File: config.mk
export PLATFORM = sky130hd
export DESIGN_NAME = shs_fmt
export DESIGN_NICKNAME = d
export VERILOG_FILES = /design/src/rtl/shs_pkg.sv /design/src/rtl/shs_idx_ctr.sv /design/src/rtl/shs_word_asm.sv /design/src/rtl/shs_hdr_enc.sv /design/src/rtl/shs_fmt.sv
export SDC_FILE = /design/constraint.sdc
export NUM_CORES = 1
export LEC_CHECK = 0
export BUFFER_PORTS_ARGS = -buffer_cell sky130_fd_sc_hd__buf_2
export CAP_MARGIN = 40
export CORE_AREA = 2 2 72 74
export CTS_CLUSTER_DIAMETER = 50
export DETAILED_ROUTE_END_ITERATION = 10
export DIE_AREA = 0 0 74 76
export GPL_TIMING_DRIVEN = 0
export PLACE_DENSITY = 0.66
export REMOVE_ABC_BUFFERS = 1
export SLEW_MARGIN = 0
export SYNTH_ARGS = -nofsm -noshare
export SYNTH_HDL_FRONTEND = slang
export SYNTH_HIERARCHICAL = 1
export SYNTH_SLANG_ARGS = --single-unit
File: constraint.sdc
create_clock -name clk -period 2.7 [get_ports clk]
set_clock_uncertainty 0.15 [all_clocks]
set_input_delay 0.405 -clock clk [delete_from_list [all_inputs] [get_ports clk]]
set_output_delay 0.405 -clock clk [all_outputs]
set_load 0.005 [all_outputs]
File: src/rtl/shs_pkg.sv
package shs_pkg;
  localparam int SHS_BLOCKS = 32;
  localparam int SHS_IDX_W  = $clog2(SHS_BLOCKS);
  localparam int SHS_CRC_W  = 12;
  localparam int SHS_CMD_W  = 7;
  localparam int SHS_GROUPS = 4;
  localparam int SHS_GRP_W  = SHS_CRC_W / SHS_GROUPS;

  localparam logic [1:0] SH_ONE  = 2'b01;
  localparam logic [1:0] SH_ZERO = 2'b10;

  typedef struct packed {
    logic [SHS_CRC_W-1:0] crc;
    logic [SHS_CMD_W-1:0] cmd;
    logic                 eoemb;
  } shs_ctrl_t;
endpackage

File: src/rtl/shs_idx_ctr.sv
module shs_idx_ctr
  import shs_pkg::*;
#(
  parameter int EMB_LEN = 4
) (
  input  logic                 clk,
  input  logic                 rst_n,
  input  logic                 ready,
  output logic                 valid,
  output logic [SHS_IDX_W-1:0] blk,
  output logic                 load,
  output logic                 eoemb_next
);
  localparam int EMB_W = (EMB_LEN > 1) ? $clog2(EMB_LEN) : 1;
  localparam logic [EMB_W-1:0] EMB_LAST = EMB_W'(EMB_LEN - 1);
  localparam logic [SHS_IDX_W-1:0] BLK_LAST = SHS_IDX_W'(SHS_BLOCKS - 1);

  logic                 valid_q;
  logic [SHS_IDX_W-1:0] blk_q;
  logic [EMB_W-1:0]     mb_q;

  always_comb begin
    load       = !valid_q || (ready && (blk_q == BLK_LAST));
    eoemb_next = (mb_q == EMB_LAST);
  end

  always_ff @(posedge clk or negedge rst_n) begin
    if (!rst_n) begin
      valid_q <= 1'b0;
      blk_q   <= '0;
      mb_q    <= '0;
    end else begin
      if (load) begin
        valid_q <= 1'b1;
        mb_q    <= eoemb_next ? '0 : mb_q + 1'b1;
      end
      if (valid_q && ready) begin
        blk_q <= (blk_q == BLK_LAST) ? '0 : blk_q + 1'b1;
      end
    end
  end

  assign valid = valid_q;
  assign blk   = blk_q;
endmodule

File: src/rtl/shs_word_asm.sv
module shs_word_asm
  import shs_pkg::*;
#(
  parameter bit USE_CMD = 1'b0
) (
  input  shs_ctrl_t               ctrl,
  output logic [SHS_BLOCKS-1:0]   word
);
  logic [SHS_CMD_W-1:0] cmd_eff;

  generate
    if (USE_CMD) begin : g_cmd_pass
      assign cmd_eff = ctrl.cmd;
    end else begin : g_cmd_zero
      assign cmd_eff = ctrl.cmd & {SHS_CMD_W{1'b0}};
    end
  endgenerate

  // parity groups: three data bits then a guard one, MSB first
  generate
    for (genvar g = 0; g < SHS_GROUPS; g++) begin : g_grp
      for (genvar j = 0; j < SHS_GRP_W; j++) begin : g_bit
        assign word[g*(SHS_GRP_W+1) + j] = ctrl.crc[SHS_CRC_W-1 - g*SHS_GRP_W - j];
      end
      assign word[g*(SHS_GRP_W+1) + SHS_GRP_W] = 1'b1;
    end
  endgenerate

  // command / flag / pilot half of the word
  assign word[16] = cmd_eff[6];
  assign word[17] = cmd_eff[5];
  assign word[18] = cmd_eff[4];
  assign word[19] = 1'b1;
  assign word[20] = cmd_eff[3];
  assign word[21] = 1'b1;
  assign word[22] = ctrl.eoemb;
  assign word[23] = 1'b1;
  assign word[24] = cmd_eff[2];
  assign word[25] = cmd_eff[1];
  assign word[26] = cmd_eff[0];
  assign word[27] = 1'b0;
  assign word[28] = 1'b0;
  assign word[29] = 1'b0;
  assign word[30] = 1'b0;
  assign word[31] = 1'b1;
endmodule

File: src/rtl/shs_hdr_enc.sv
module shs_hdr_enc
  import shs_pkg::*;
(
  input  logic [SHS_BLOCKS-1:0] word,
  input  logic [SHS_IDX_W-1:0]  idx,
  output logic [1:0]            hdr
);
  logic bit_sel;

  always_comb begin
    bit_sel = word[idx];
    hdr     = bit_sel ? SH_ONE : SH_ZERO;
  end
endmodule

File: src/rtl/shs_fmt.sv
module shs_fmt
  import shs_pkg::*;
#(
  parameter int EMB_LEN = 4,
  parameter bit USE_CMD = 1'b0
) (
  input  logic                 clk,
  input  logic                 rst_n,
  input  logic [SHS_CRC_W-1:0] crc_prev,
  input  logic [SHS_CMD_W-1:0] cmd_word,
  output logic                 sh_valid,
  input  logic                 sh_ready,
  output logic [1:0]           sh_hdr,
  output logic [SHS_IDX_W-1:0] sh_blk
);
  logic                  load;
  logic                  eoemb_next;
  shs_ctrl_t             ctrl_in;
  logic [SHS_BLOCKS-1:0] word_next;
  logic [SHS_BLOCKS-1:0] word_q;

  shs_idx_ctr #(.EMB_LEN(EMB_LEN)) u_ctr (
    .clk        (clk),
    .rst_n      (rst_n),
    .ready      (sh_ready),
    .valid      (sh_valid),
    .blk        (sh_blk),
    .load       (load),
    .eoemb_next (eoemb_next)
  );

  always_comb begin
    ctrl_in.crc   = crc_prev;
    ctrl_in.cmd   = cmd_word;
    ctrl_in.eoemb = eoemb_next;
  end

  shs_word_asm #(.USE_CMD(USE_CMD)) u_asm (
    .ctrl (ctrl_in),
    .word (word_next)
  );

  always_ff @(posedge clk or negedge rst_n) begin
    if (!rst_n) begin
      word_q <= '0;
    end else if (load) begin
      word_q <= word_next;
    end
  end

  shs_hdr_enc u_enc (
    .word (word_q),
    .idx  (sh_blk),
    .hdr  (sh_hdr)
  );
endmodule

==> metrics.md <==
| Metric | Value |
|---|---|
| Status | complete, but fails checks |
| Failing checks | setup timing |
| Synth area leaders | dfrtp_1 (43%), mux2_4 (20%), buf_4 (11%) |
| Crit share post-route | 1.00 |
| Pleak | 0.00119 uW |
| Critical path data arrival time | 2.15 ns |
| Max IR drop VDD | 0.400 mV |
| Clock Pin Slew Worst Setup and Hold Paths | 0.07 ns |
| Final setup margin | -0.000327 ns |
| Worst hold slack | 0.192 ns |
| Pre-CTS setup slack | -0.155 ns |
| Routed WL per cell | 13.5 um |
| Port Buffers | 22 |
| Yosys warning count | 6 |
| Cell Area, Synth | 2330 um2 |
| Crit Path Class | flip-flop to output pin |
| Vias per cell | 4.74 |
| DRT antenna net count | 0 |
| CTS tree | yes |
| Die area | 5620 um2 |
| Seq/Total Area, Yosys | 0.430 |
| DRT Wirelength | 3540 um |
| Inserted Clock Buffers | 5 |
| Final Net Count | 218 |
| Largest net degree at the start of global routing | 33 |
| CTS Root Cell | clkbuf_8 |
| Fin. max-slew vios | 0 |
| DP Wirelength | 2500 um |
| Startpoint Class | flip-flop |
| Core Area | 4910 um2 |
| GRT Resource Usage Total | 0.139 |
| Non-Filler Instances | 263 |
| Final setup viols | 1 |
| Top cell type's share of synthesized area | 0.430 |
| WP data required | 2.14 ns |
| First-pass GRT wire length | 6000 um |
| Top-Level Pins | 30 |
| Largest stage delay on the critical path | 0.46 ns |
| Post-Place Cells | 251 |
| Syn avg cell area | 13.1 um2 |
| Initial core utilization | 0.474 |
| Total vias in the final route | 1246 |
| Hold Path Class | input pin to flip-flop |
| Power Dens Cells | 761 nW/um2 |
| Register bit total from synthesis | 40 |
| Tmin final | 2.70 ns |
| GP Congestion | 0.680 |
| Initial antenna violation count | 0 |
| Total negative slack | -0.000327 ns |
| Cell taking the most area after synthesis | dfrtp_1 |
| Layout cells sized above 1 | 0.404 |
| Final Hold Viols | 0 |
| H-Tree Depth | 2 |
| GRT Residual Overflow | 0 |
| Synth unique cells | 32 |
| Cell count after synthesis | 178 |
| Vias in the first global route | 1233 |
| Worst path cell trace | buf_6 -> mux2_4 -> o311ai_4 -> a221oi_2 -> a22o_1 -> a311o_1 -> buf_2 |
| Clock Latency Late Sink | 0.28 ns |
| Critical-path top delay cell | dfrtp_2 |
| RSZ-0062 raised after global routing | yes |
| # DRC | 0 |
| Detailed Routing Iterations Pass 1 | 4 |
| CTS Buffer Depth | 2 |
| Die Y | 76 um |
| CP max FO | 5 |
| Max_cap viols | 0 |
| Critical path capture point type | output pin |
| DR iter-0 viols | 69 |
| Highest clock rate | 370 MHz |
| Core Rows | 26 |
| Sink Count | 40 |
| Final core utilization | 0.503 |
| Synth-to-layout area growth | 6.07% |
| DIE WIDTH | 74 um |
| # diodes | 0 |
registers in the layout, summed over array words and instances, names as in the netlist:
register and flops:
u_ctr/blk 5, u_ctr/mb_q 2, u_ctr/valid 1, word_q 32
report_power, final:
| group | internal (uW) | switching [uW] | leakage (uW) |
|---|---|---|---|
| logic | 373 | 280 | 0.000669 |
| clock network | 208 | 194 | 0.0000455 |
| registers | 700 | 125 | 0.000472 |
layer usage:
layer	global-route usage	vias to the layer above	routed length (um)
met3	0.0397	4	139
met2	0.205	23	1640
met1	0.200	616	1730
li1	-	603	-
met5	0	-	0
met4	0.0382	0	27
layout by cell type (no fill, tap or decap), drive strengths merged:
cell type	netlist	layout
and2	1	1
a21oi	2	2
o21ai	5	5
o311ai	2	2
or4	1	1
a22o	2	2
buf	39	28
a31oi	1	1
mux2	37	37
a221oi	1	1
nor2	3	3
nand2b	2	2
nand3	1	1
or2	1	1
a311oi	1	1
nor3b	2	2
and2b	1	1
clkbuf	0	8
ha	4	4
nor2b	3	3
a22oi	2	2
dfrtp	40	40
nand2	8	8
conb	3	20
mux2i	12	12
and3	1	1
a2111oi	2	2
dlygate4sd3	0	1
a311o	1	1
synth_stat cells (all sizes together):
| cell | instances |
|---|---|
| a2111oi | 2 |
| a21oi | 2 |
| a221oi | 1 |
| a22o | 2 |
| a22oi | 2 |
| a311o | 1 |
| a311oi | 1 |
| a31oi | 1 |
| and2 | 1 |
| and2b | 1 |
| and3 | 1 |
| buf | 39 |
| conb | 3 |
| dfrtp | 40 |
| ha | 4 |
| mux2 | 37 |
| mux2i | 12 |
| nand2 | 8 |
| nand2b | 2 |
| nand3 | 1 |
| nor2 | 3 |
| nor2b | 3 |
| nor3b | 2 |
| o21ai | 5 |
| o311ai | 2 |
| or2 | 1 |
| or4 | 1 |
repair_timing:
action / in CTS / in global routing
hold buffers: 1 / 0
hold endpoints to repair: 8 / 0
gates resized for setup: 6 / 2
pin swaps: 1 / 0
setup buffers: 3 / 0
setup endpoints to repair: 20 / 19
metrics by stage:
step	total power, uW	cell area [um2]
5_1_grt	2010	2470
6_report	1880	2470
2_1_floorplan	1210	2050
3_3_place_gp	1390	2250
3_5_place_dp	1430	2310
4_1_cts	1900	2460
logic make-up (layout without fill, tap and decap cells):
logic type	count (synthesis)	count (layout)	synth area share
DFF	40	40	0.430
AOI/OAI and AO/OA	19	19	0.0618
and+or+nand+nor	24	24	0.0553
buffers and inverters	39	37	0.147
other	3	20	0.00483
adders and majority gates	4	4	0.0215
muxes	49	49	0.280
worst paths after layout:
| check | from | to | slack [ns] | cells past startpoint |
|---|---|---|---|---|
| hold / removal | crc_prev[2] | word_q[12] | 0.19 | 2 |
| max in group asynchronous | rst_n | word_q[11] | 1.60 | 3 |
| hold reg to reg | word_q[4] | word_q[4] | 0.36 | 1 |
| min in group asynchronous | rst_n | word_q[10] | 0.36 | 2 |
| setup / recovery | u_ctr/blk[1] | sh_hdr[0] | -0.0003 | 7 |
| setup reg to reg | u_ctr/blk[0] | u_ctr/mb_q[0] | 0.22 | 7 |
critical path: cells and delay by family (launching register included):
kind | cells | cell delay (ns)
AO/OA/AOI/OAI | 4 | 0.83
flip-flops | 1 | 0.46
multiplexers | 1 | 0.30
buffers and inverters | 2 | 0.27
area by class of cell:
class,count,area (um2)
Timing Repair Buffer,29,209
Tap cell,70,87.6
Sequential cell,40,1000
Multi-Input combinational cell,116,1080
Clock buffer,8,90.1
Fill cell,447,2440
Note: power is estimated with default switching activity, not from simulation.
